==> config.mk <==
export PLATFORM = sky130hd
export DESIGN_NAME = ebm_master
export DESIGN_NICKNAME = d
export VERILOG_FILES = /design/src/rtl/ebm_pkg.sv /design/src/rtl/ebm_lapse_cnt.sv /design/src/rtl/ebm_drive.sv /design/src/rtl/ebm_master.sv
export SDC_FILE = /design/constraint.sdc
export NUM_CORES = 1
export LEC_CHECK = 0
export BUFFER_PORTS_ARGS = -buffer_cell sky130_fd_sc_hd__buf_4
export CORE_ASPECT_RATIO = 0.8
export CORE_MARGIN = 2
export CORE_UTILIZATION = 50
export CTS_CLUSTER_DIAMETER = 100
export CTS_CLUSTER_SIZE = 20
export DETAILED_ROUTE_END_ITERATION = 7
export GPL_ROUTABILITY_DRIVEN = 0
export GPL_TIMING_DRIVEN = 1
export PLACE_DENSITY = 0.8
export SLEW_MARGIN = 20
export SYNTH_ARGS = -nofsm -noshare
export SYNTH_HDL_FRONTEND = slang
export SYNTH_SLANG_ARGS = --single-unit
==> constraint.sdc <==
create_clock -name clk -period 5 [get_ports clk]
set_input_delay 0.5 -clock clk [delete_from_list [all_inputs] [get_ports clk]]
set_output_delay 0.5 -clock clk [all_outputs]
set_load 0.01 [all_outputs]
==> src/rtl/ebm_pkg.sv <==
package ebm_pkg;

    parameter int unsigned EBM_DATA_W  = 32;
    parameter int unsigned EBM_LAPSE_W = 4;

    typedef enum logic [2:0] {
        ST_IDLE,
        ST_REQ,
        ST_CMD,
        ST_ADDR,
        ST_ASL,
        ST_WSET,
        ST_DATA,
        ST_HOLD
    } ebm_state_e;

    // Control pin bundle produced by the drive decoder
    typedef struct packed {
        logic req_n;
        logic gack_n;
        logic gack_oe;
        logic cmd_oe;
        logic as_n;
        logic ds_n;
        logic rw_n;
        logic ad_oe;
        logic ad_is_addr;
    } ebm_ctl_t;

    function automatic logic st_on_bus(ebm_state_e s);
        return s inside {ST_CMD, ST_ADDR, ST_ASL, ST_WSET, ST_DATA, ST_HOLD};
    endfunction

    function automatic logic st_strobed(ebm_state_e s);
        return s inside {ST_ASL, ST_WSET, ST_DATA, ST_HOLD};
    endfunction

endpackage

==> src/rtl/ebm_lapse_cnt.sv <==
module ebm_lapse_cnt #(
    parameter int W = 4
) (
    input  logic         clk,
    input  logic         rst,
    input  logic         load,
    input  logic [W-1:0] load_val,
    output logic         zero
);
    logic [W-1:0] cnt_q;

    always_ff @(posedge clk) begin
        if (rst) begin
            cnt_q <= '0;
        end else if (load) begin
            cnt_q <= load_val;
        end else if (cnt_q != '0) begin
            cnt_q <= cnt_q - 1'b1;
        end
    end

    assign zero = (cnt_q == '0);
endmodule

==> src/rtl/ebm_drive.sv <==
module ebm_drive
    import ebm_pkg::*;
#(
    parameter int DW  = EBM_DATA_W,
    parameter int BEW = DW / 8
) (
    input  ebm_state_e     state,
    input  logic           parked,
    input  logic           gack_on,
    input  logic           wr,
    input  logic [DW-1:0]  addr,
    input  logic [DW-1:0]  wdata,
    input  logic [BEW-1:0] be,
    output ebm_ctl_t       ctl,
    output logic [BEW-1:0] be_n,
    output logic [DW-1:0]  ad_out
);
    logic on_bus;
    logic wr_phase;

    always_comb begin
        on_bus   = st_on_bus(state);
        wr_phase = wr && (state inside {ST_WSET, ST_DATA, ST_HOLD});

        ctl.req_n      = (state == ST_IDLE);
        ctl.cmd_oe     = on_bus || parked;
        ctl.gack_oe    = on_bus || parked;
        ctl.gack_n     = !gack_on;
        ctl.as_n       = !st_strobed(state);
        ctl.ds_n       = (state != ST_DATA);
        ctl.rw_n       = !wr_phase;
        ctl.ad_is_addr = (state inside {ST_ADDR, ST_ASL});
        ctl.ad_oe      = ctl.ad_is_addr || wr_phase;

        be_n   = on_bus ? ~be : '1;
        ad_out = ctl.ad_is_addr ? addr : wdata;
    end
endmodule

==> src/rtl/ebm_master.sv <==
module ebm_master
    import ebm_pkg::*;
#(
    parameter int DW = EBM_DATA_W,
    parameter int LW = EBM_LAPSE_W
) (
    input  logic              clk,
    input  logic              rst,
    input  logic              cmd_valid,
    output logic              cmd_ready,
    input  logic              cmd_write,
    input  logic [DW-1:0]     cmd_addr,
    input  logic [DW-1:0]     cmd_wdata,
    input  logic [DW/8-1:0]   cmd_be,
    input  logic [LW-1:0]     cfg_alapse,
    input  logic [LW-1:0]     cfg_elapse,
    input  logic [LW-1:0]     cfg_blapse,
    output logic              done,
    output logic              done_abort,
    output logic [DW-1:0]     rdata,
    output logic              bus_req_n,
    input  logic              bus_gnt_n,
    output logic              bus_gack_n,
    output logic              bus_gack_oe,
    output logic              bus_cmd_oe,
    output logic              bus_as_n,
    output logic              bus_ds_n,
    output logic              bus_rw_n,
    output logic [DW/8-1:0]   bus_be_n,
    output logic [DW-1:0]     bus_ad_out,
    output logic              bus_ad_oe,
    input  logic [DW-1:0]     bus_ad_in
);
    localparam int BEW = DW / 8;

    ebm_state_e     state_q;
    logic           parked_q, gack_q, done_q, abt_q;
    logic [DW-1:0]  rdata_q, addr_q, wdata_q;
    logic [BEW-1:0] be_q;
    logic           wr_q;
    logic [LW-1:0]  alap_q, elap_q, blap_q;

    logic           grant, on_bus, accept;
    logic           ph_load, ph_zero, gap_load, gap_zero;
    logic [LW-1:0]  ph_val;
    ebm_ctl_t       ctl;

    assign grant  = !bus_gnt_n;
    assign on_bus = st_on_bus(state_q);
    assign accept = (state_q == ST_IDLE) && gap_zero && cmd_valid;

    // Phase stretch: loaded entering the address phase and the data strobe
    assign ph_load = (state_q == ST_CMD) || (state_q == ST_WSET) ||
                     (state_q == ST_ASL && !wr_q);
    assign ph_val  = (state_q == ST_CMD) ? alap_q : elap_q;

    // Request gap: loaded when a bus cycle ends, normally or by abort
    assign gap_load = on_bus && (state_q == ST_HOLD || !grant);

    ebm_lapse_cnt #(.W(LW)) u_phase (
        .clk(clk), .rst(rst), .load(ph_load), .load_val(ph_val), .zero(ph_zero)
    );

    ebm_lapse_cnt #(.W(LW)) u_gap (
        .clk(clk), .rst(rst), .load(gap_load), .load_val(blap_q), .zero(gap_zero)
    );

    always_ff @(posedge clk) begin
        if (rst) begin
            state_q  <= ST_IDLE;
            parked_q <= 1'b0;
            gack_q   <= 1'b0;
            done_q   <= 1'b0;
            abt_q    <= 1'b0;
            rdata_q  <= '0;
            addr_q   <= '0;
            wdata_q  <= '0;
            be_q     <= '0;
            wr_q     <= 1'b0;
            alap_q   <= '0;
            elap_q   <= '0;
            blap_q   <= '0;
        end else begin
            done_q <= 1'b0;
            abt_q  <= 1'b0;
            unique case (state_q)
                ST_IDLE: if (accept) begin
                    state_q <= ST_REQ;
                    addr_q  <= cmd_addr;
                    wdata_q <= cmd_wdata;
                    be_q    <= cmd_be;
                    wr_q    <= cmd_write;
                    alap_q  <= cfg_alapse;
                    elap_q  <= cfg_elapse;
                    blap_q  <= cfg_blapse;
                end
                ST_REQ:  if (grant) state_q <= ST_CMD;
                ST_CMD:  state_q <= ST_ADDR;
                ST_ADDR: if (ph_zero) state_q <= ST_ASL;
                ST_ASL:  state_q <= wr_q ? ST_WSET : ST_DATA;
                ST_WSET: state_q <= ST_DATA;
                ST_DATA: if (ph_zero) begin
                    state_q <= ST_HOLD;
                    rdata_q <= bus_ad_in;
                    done_q  <= 1'b1;
                end
                ST_HOLD: state_q <= ST_IDLE;
                default: state_q <= ST_IDLE;
            endcase

            // Loss of grant: drop the bus at once, report unless already done
            if (on_bus && !grant) begin
                state_q <= ST_IDLE;
                if (state_q != ST_HOLD) begin
                    done_q <= 1'b1;
                    abt_q  <= 1'b1;
                end
            end

            if (!grant) begin
                parked_q <= 1'b0;
            end else if (state_q == ST_HOLD) begin
                parked_q <= 1'b1;
            end

            gack_q <= grant && ((state_q inside {ST_ADDR, ST_ASL, ST_WSET}) ||
                                (state_q == ST_DATA && !ph_zero));
        end
    end

    ebm_drive #(.DW(DW), .BEW(BEW)) u_drive (
        .state(state_q), .parked(parked_q), .gack_on(gack_q), .wr(wr_q),
        .addr(addr_q), .wdata(wdata_q), .be(be_q),
        .ctl(ctl), .be_n(bus_be_n), .ad_out(bus_ad_out)
    );

    assign cmd_ready   = (state_q == ST_IDLE) && gap_zero;
    assign done        = done_q;
    assign done_abort  = abt_q;
    assign rdata       = rdata_q;
    assign bus_req_n   = ctl.req_n;
    assign bus_gack_n  = ctl.gack_n;
    assign bus_gack_oe = ctl.gack_oe;
    assign bus_cmd_oe  = ctl.cmd_oe;
    assign bus_as_n    = ctl.as_n;
    assign bus_ds_n    = ctl.ds_n;
    assign bus_rw_n    = ctl.rw_n;
    assign bus_ad_oe   = ctl.ad_oe;


    undriven_when_released_chk: assert property (@(posedge clk) disable iff (rst)
        (bus_req_n && $past(bus_gnt_n)) |-> (!bus_cmd_oe && !bus_ad_oe && !bus_gack_oe));


    gack_within_request_chk: assert property (@(posedge clk) disable iff (rst)
        !bus_gack_n |-> (!bus_req_n && bus_gack_oe));


    addr_hold_after_as_chk: assert property (@(posedge clk) disable iff (rst)
        $fell(bus_as_n) |-> (bus_ad_oe && bus_ad_out == $past(bus_ad_out)));


    wdata_setup_chk: assert property (@(posedge clk) disable iff (rst)
        ($fell(bus_ds_n) && !bus_rw_n) |-> $past(!bus_rw_n && bus_ad_oe && bus_ds_n));


    done_at_ds_release_chk: assert property (@(posedge clk) disable iff (rst)
        $rose(bus_ds_n) |-> done);


    park_drive_chk: assert property (@(posedge clk) disable iff (rst)
        (state_q == ST_HOLD && !bus_gnt_n) |=>
            (bus_req_n && bus_cmd_oe && bus_as_n && bus_ds_n && !bus_ad_oe));


    abort_release_chk: assert property (@(posedge clk) disable iff (rst)
        (on_bus && bus_gnt_n) |=> (!bus_cmd_oe && !bus_ad_oe && !bus_gack_oe && bus_req_n));
endmodule

## After elaboration in Yosys (flattened, before gate mapping)

Cells that the tools add are included.

- Bitwise gates (word level): 2
- Reductions and logical operators: 38
- Equality and inequality tests: 13
- $add $sub $neg: 2
- Muxes and demuxes: 18

Operators with widths:

| cell | number |
|---|---|
| 32-bit 2-to-1 mux | 1 |
| 4-bit 2-to-1 mux | 6 |
| 3-bit case mux with 8 select lines | 1 |
| 3-bit == test, second input constant | 4 |
| 3-bit 2-to-1 mux | 4 |
| 4-bit nonzero test | 3 |
| 1-bit logical AND | 8 |
| 4-bit zero test | 2 |
| 4-bit by 1-bit subtractor with 4-bit output, second input constant | 2 |
| 3-bit by 2-bit == test with 1-bit output, second input constant | 2 |
| 1-bit zero test | 6 |
| 1-bit logical OR | 6 |
| 2-bit inequality test, second input constant | 3 |
| 3-bit inequality test, second input constant | 2 |
| 2-bit nonzero test | 3 |
| 3-bit nonzero test | 2 |
| 6-bit nonzero test | 1 |
| 2-bit OR reduction | 3 |
| 1-bit 2-to-1 mux | 5 |
| 4-bit inverter | 1 |
| 2-bit AND reduction | 2 |
| 4-bit AND reduction | 1 |
| 3-bit by 1-bit == test with 1-bit output, second input constant | 1 |
| 3-bit zero test | 1 |
| 3 further kinds | 3 |

- Bits of input ports: 117
- Logic and storage cells: 88
- Output and inout port bits: 79
- Flip-flop bits (word level): 128

## Longest topological paths before layout

- Depth in word-level cells: 5
- Mapped depth: 8
- Gate-level depth less buffers: 6

## By module

From an unflattened synthesis, not the netlist that was laid out.

- Cell total of the unflattened synthesis: 898
- Area, all modules: 6990.5 um2

By module, submodules not included:

| module | area each (um2) | cells each | instances |
|---|---|---|---|
| ebm_master | 4763.3 | 569 | 1 |
| ebm_drive | 1769.2 | 281 | 1 |
| ebm_lapse_cnt | 229.0 | 24 | 2 |

## Worst setup path before layout

OpenSTA, ideal clock, no wires.

- Path kind: reg-to-output
- From: reg state_q[1]
- To: out bus_ad_out[10]
- Path buffers: 2
- Path slack: 3.136 ns
- Data arrival time: 1.364 ns
- Required time: 4.500 ns
- Stages on the path, launching flop included: 7
- Cell sequence: dfxtp_1 -> buf_4 -> nand2_1 -> nor2_1 -> a21oi_2 -> buf_4 -> mux2_2

- Longest elaborated chain between the ends: 3
- Elaborated cells between the ends (all ways): 4
- Classes of those cells: 2 x eq/ne; 1 x mux; 1 x reduce/logical

Ends and longest elaborated chain:

| what | line | text |
|---|---|---|
| start, declared | ebm_master.sv:36 | `ebm_state_e state_q;` |
| start signal, assigned | ebm_master.sv:100 | `ST_ASL: state_q <= wr_q ? ST_WSET : ST_DATA;` |
| 3-bit by 2-bit == test with 1-bit output or 3-bit == test (tied branches) | ebm_drive.sv:32 | `ctl.ad_is_addr = (state inside {ST_ADDR, ST_ASL});` |
| 2-bit nonzero test * | ebm_drive.sv:32 |  |
| 32-bit 2-to-1 mux * | ebm_drive.sv:36 | `ad_out = ctl.ad_is_addr ? addr : wdata;` |
| end, declared | ebm_master.sv:30 | `output logic [DW-1:0] bus_ad_out,` |

Every way passes the cells marked *; elsewhere a longest branch is shown, timed or not.

## Worst setup path after layout

- From: reg state_q[2]
- To: out bus_ad_out[14]

The elaborated chain is that of the path after synthesis.

==> report_table.html <==
<table>
<tr><th>Metric</th><th>Value</th></tr>
<tr><th colspan="2">Timing</th></tr>
<tr><td>Minimum clock period after layout</td><td>3.16 ns</td></tr>
<tr><td>F_max</td><td>0.316 GHz</td></tr>
<tr><td>Unrepaired setup endpoints after global routing</td><td>false</td></tr>
<tr><td>Number of max-slew violations in the final report</td><td>0</td></tr>
<tr><td>Final-layout setup total negative slack</td><td>0 ns</td></tr>
<tr><td>Final Setup Violations</td><td>0</td></tr>
<tr><td>Hold Violations, Final</td><td>0</td></tr>
<tr><td>Worst-margin pin slew</td><td>0.955 ns</td></tr>
<tr><td>Clock skew after layout</td><td>0.00683 ns</td></tr>
<tr><td>Worst slew slack as a fraction of its limit</td><td>0.363</td></tr>
<tr><td>Share of the clock period used by the worst path</td><td>0.633</td></tr>
<tr><th colspan="2">Clocking</th></tr>
<tr><td>Insertion delay of the later-clocked pin in the worst-skew pair</td><td>0.40 ns</td></tr>
<tr><td>Post-cts repair resize count</td><td>0</td></tr>
<tr><td>Number of buffers inserted during clock tree synthesis</td><td>17</td></tr>
<tr><td>CTS tree</td><td>yes</td></tr>
<tr><td>Buffers from clock root to sink, at most</td><td>2</td></tr>
<tr><td>Clock Sinks</td><td>128</td></tr>
<tr><td>Number of buffers added to fix hold violations after cts</td><td>0</td></tr>
<tr><td>Clock-pin slew of the registers on the worst-case setup and hold paths</td><td>0.05 ns</td></tr>
<tr><td>Clock root cell</td><td>sky130_fd_sc_hd__clkbuf_16</td></tr>
<tr><td>Post-CTS repair timing setup buffer count</td><td>0</td></tr>
<tr><td>H-tree lvl count</td><td>4</td></tr>
<tr><th colspan="2">Synthesis</th></tr>
<tr><td>Largest area contributor in the netlist</td><td>sky130_fd_sc_hd__dfxtp_1</td></tr>
<tr><td>Post-synth net total</td><td>766</td></tr>
<tr><td>Syn_area_per_cell</td><td>8.23 um2</td></tr>
<tr><td>Synth top area share</td><td>0.482</td></tr>
<tr><td>Seq cells post-synth</td><td>128</td></tr>
<tr><td>Netlist Area Pre-Place</td><td>5320 um2</td></tr>
<tr><td>Number of enable flip-flop cells after synthesis</td><td>0</td></tr>
<tr><td>Post-synthesis async set-or-reset flop share</td><td>0</td></tr>
<tr><td>Most frequently used flop master after synthesis</td><td>sky130_fd_sc_hd__dfxtp_1</td></tr>
<tr><td>Share of the yosys chip area belonging to registers</td><td>0.482</td></tr>
<tr><td>Biggest area contributors in the synthesized netlist</td><td>sky130_fd_sc_hd__dfxtp_1 48%, sky130_fd_sc_hd__nand2_1 17%, sky130_fd_sc_hd__a21oi_1 11%, sky130_fd_sc_hd__mux2_2 7.0%, sky130_fd_sc_hd__buf_6 3.0%</td></tr>
<tr><td>Yosys warning total</td><td>0</td></tr>
<tr><td>Unique cell type count in the Yosys netlist</td><td>44</td></tr>
<tr><td>Cells after synthesis</td><td>646</td></tr>
<tr><th colspan="2">Route</th></tr>
<tr><td>Vias per cell</td><td>5.06</td></tr>
<tr><td>WL per Instance</td><td>14.3 um</td></tr>
<tr><td>Post-route DRC violation count</td><td>0</td></tr>
<tr><td>Number of DRC markers in iteration 0</td><td>302</td></tr>
<tr><td>Final ANT Viol Nets</td><td>0</td></tr>
<tr><td>TritonRoute pass-1 iters</td><td>4</td></tr>
<tr><td>Vias</td><td>4892</td></tr>
<tr><td>Routed wire length</td><td>13.8 mm</td></tr>
<tr><th colspan="2">Worst setup path</th></tr>
<tr><td>Category of the worst setup path launch point</td><td>flip-flop</td></tr>
<tr><td>Worst reg2reg setup slack</td><td>2.37 ns</td></tr>
<tr><td>Critical Path Fanout Max</td><td>23</td></tr>
<tr><td>Worst EP arrival</td><td>2.66 ns</td></tr>
<tr><td>Required time at the endpoint of the critical path</td><td>4.50 ns</td></tr>
<tr><td>Worst Setup End Kind</td><td>output port</td></tr>
<tr><td>Critical path class</td><td>reg -&gt; out</td></tr>
<tr><th colspan="2">Worst hold path</th></tr>
<tr><td>Kind of path behind the tightest hold check</td><td>in -&gt; reg</td></tr>
<tr><th colspan="2">Floorplanning</th></tr>
<tr><td>Core region area</td><td>10300 um2</td></tr>
<tr><td>Starting density of the core</td><td>0.517</td></tr>
<tr><td>Number of top-level pins</td><td>196</td></tr>
<tr><td>Area enclosed by the die boundary</td><td>11500 um2</td></tr>
<tr><td>Y dimension of the die</td><td>96.2 um</td></tr>
<tr><td>Number of rows in the core area</td><td>33</td></tr>
<tr><td>Die width</td><td>119 um</td></tr>
<tr><th colspan="2">Global routing</th></tr>
<tr><td>Number of global-route vias before repair</td><td>4710</td></tr>
<tr><td>Number of antenna violations at the first check in global routing</td><td>0</td></tr>
<tr><td>Gr ovfl total</td><td>0</td></tr>
<tr><td>Wire length of the first global-routing pass</td><td>22.1 mm</td></tr>
<tr><td>Maximum number of pins on one net before global-route repair</td><td>72</td></tr>
<tr><td>Global-route total usage across every layer</td><td>0.243</td></tr>
<tr><th colspan="2">Finish</th></tr>
<tr><td>Post-layout nets</td><td>936</td></tr>
<tr><td>Commonest non-fill, non-tap cell in the layout</td><td>sky130_fd_sc_hd__nand2_1</td></tr>
<tr><td>Leading cell types in the layout, fill and taps excluded</td><td>241 x sky130_fd_sc_hd__nand2_1, 198 x sky130_fd_sc_hd__buf_4, 128 x sky130_fd_sc_hd__dfxtp_1, 119 x sky130_fd_sc_hd__a21oi_1, 33 x sky130_fd_sc_hd__mux2_2</td></tr>
<tr><td>Area delta synth-&gt;final</td><td>37.2%</td></tr>
<tr><td>Fraction of layout instances using a drive strength above 1</td><td>0.328</td></tr>
<tr><td>Fillcell total</td><td>789</td></tr>
<tr><td>Non-filler instance count after layout</td><td>966</td></tr>
<tr><td>Antenna diode instance count</td><td>0</td></tr>
<tr><th colspan="2">Place</th></tr>
<tr><td>Half-perimeter wire length after placement</td><td>9.44 mm</td></tr>
<tr><td># port buffers</td><td>195</td></tr>
<tr><td>Inst Count DP</td><td>935</td></tr>
<tr><th colspan="2">Outcome</th></tr>
<tr><td>Result of the run</td><td>completed</td></tr>
<tr><th colspan="2">Flow run</th></tr>
<tr><td>Reported max-cap violation count</td><td>0</td></tr>
<tr><th colspan="2">Pwr</th></tr>
<tr><td>Max VDD drop</td><td>0.000305 V</td></tr>
<tr><td>Static power due to leakage</td><td>0.00309 uW</td></tr>
<tr><td>Pwr/cell area</td><td>496 nW/um2</td></tr>
</table>
stage by stage:
step	hold slack, ns	power [uW]	setup WS (ns)	util	instance area, um2
finish	0.329	3620	1.84	0.710	7290
detailed placement	0.445	2400	1.99	0.649	6670
floorplan	0.432	2120	3.14	-	5320
global route	0.329	3830	1.70	0.710	7290
CTS	0.309	3630	1.54	0.705	7250
global placement	0.441	2360	2.14	0.649	6670
cell type report:
class | count | area [um2] | share of cell area
Clock buffer | 22 | 474 | 0.0650
Clock inverter | 7 | 110 | 0.0151
Inverter | 9 | 33.8 | 0.00463
Multi-Input combinational cell | 460 | 2410 | 0.330
Sequential cell | 128 | 2560 | 0.351
Tap cell | 140 | 175 | 0.0240
Timing Repair Buffer | 200 | 1530 | 0.210
critical path, cell delays in order, from the launching register on:
cell and delay [ns]:
sky130_fd_sc_hd__dfxtp_1 0.82, sky130_fd_sc_hd__nor2_1 0.23, sky130_fd_sc_hd__a21oi_4 0.45, sky130_fd_sc_hd__buf_16 0.23
sky130_fd_sc_hd__mux2_2 0.36, sky130_fd_sc_hd__buf_4 0.15
synthesized netlist by cell type, drive strengths merged, types with 2 or more instances:
| master | instances |
|---|---|
| nand3b | 2 |
| xnor2 | 2 |
| a221o | 2 |
| ha | 3 |
| a31o | 2 |
| buf | 24 |
| mux2i | 5 |
| a21oi | 120 |
| and3 | 2 |
| clkbuf | 25 |
| o211ai | 2 |
| nor2 | 9 |
| nor3b | 3 |
| a31oi | 2 |
| dfxtp | 128 |
| a211o | 2 |
| o21ai | 5 |
| mux2 | 33 |
| a211oi | 4 |
| or3 | 3 |
| nand2 | 241 |
| inv | 9 |
| nor3 | 5 |
logic make-up (layout without fill, tap and decap cells):
logic type               count (synthesis)  in the layout  share of synthesized area
multiplexers                            38             38                     0.0793
AO/OA/AOI/OAI                          144            144                      0.148
buffers and inverters                   58            238                     0.0673
XOR/XNOR                                 2              2                    0.00330
AND/OR/NAND/NOR                        273            273                      0.213
flip-flops                             128            128                      0.482
adder cells (fa/ha/maj)                  3              3                    0.00706
per-layer routing:
metal	GRT usage	share of wire
met1	0.290	0.42
met2	0.414	0.49
met3	0.0569	0.061
met4	0.129	0.023
met5	0	0
sequential cells by signal, summed over array words and instances, names as in the netlist:
register / count
be_q: 4
rdata: 32
gack_q: 1
alap_q: 4
elap_q: 4
u_phase.cnt_q: 4
state_q: 3
done: 1
parked_q: 1
wdata_q: 32
done_abort: 1
wr_q: 1
u_gap.cnt_q: 4
addr_q: 32
blap_q: 4
final timing paths:
path,start,end,cells past startpoint
max,state_q[2]$_SDFFE_PP0P_,bus_ad_out[14],5
min reg2reg,wdata_q[31]$_SDFFE_PP0P_,wdata_q[31]$_SDFFE_PP0P_,2
max reg2reg,u_gap.cnt_q[0]$_SDFFE_PP0P_,addr_q[9]$_SDFFE_PP0P_,7
min,bus_gnt_n,gack_q$_SDFF_PP0_,2
report_power, final:
group          leakage [uW]  internal, uW  switching [uW]
logic               0.00176           473             572
clock network      0.000291           811             418
registers           0.00104          1210             136
No activity file was read; power rests on OpenSTA's default activity.
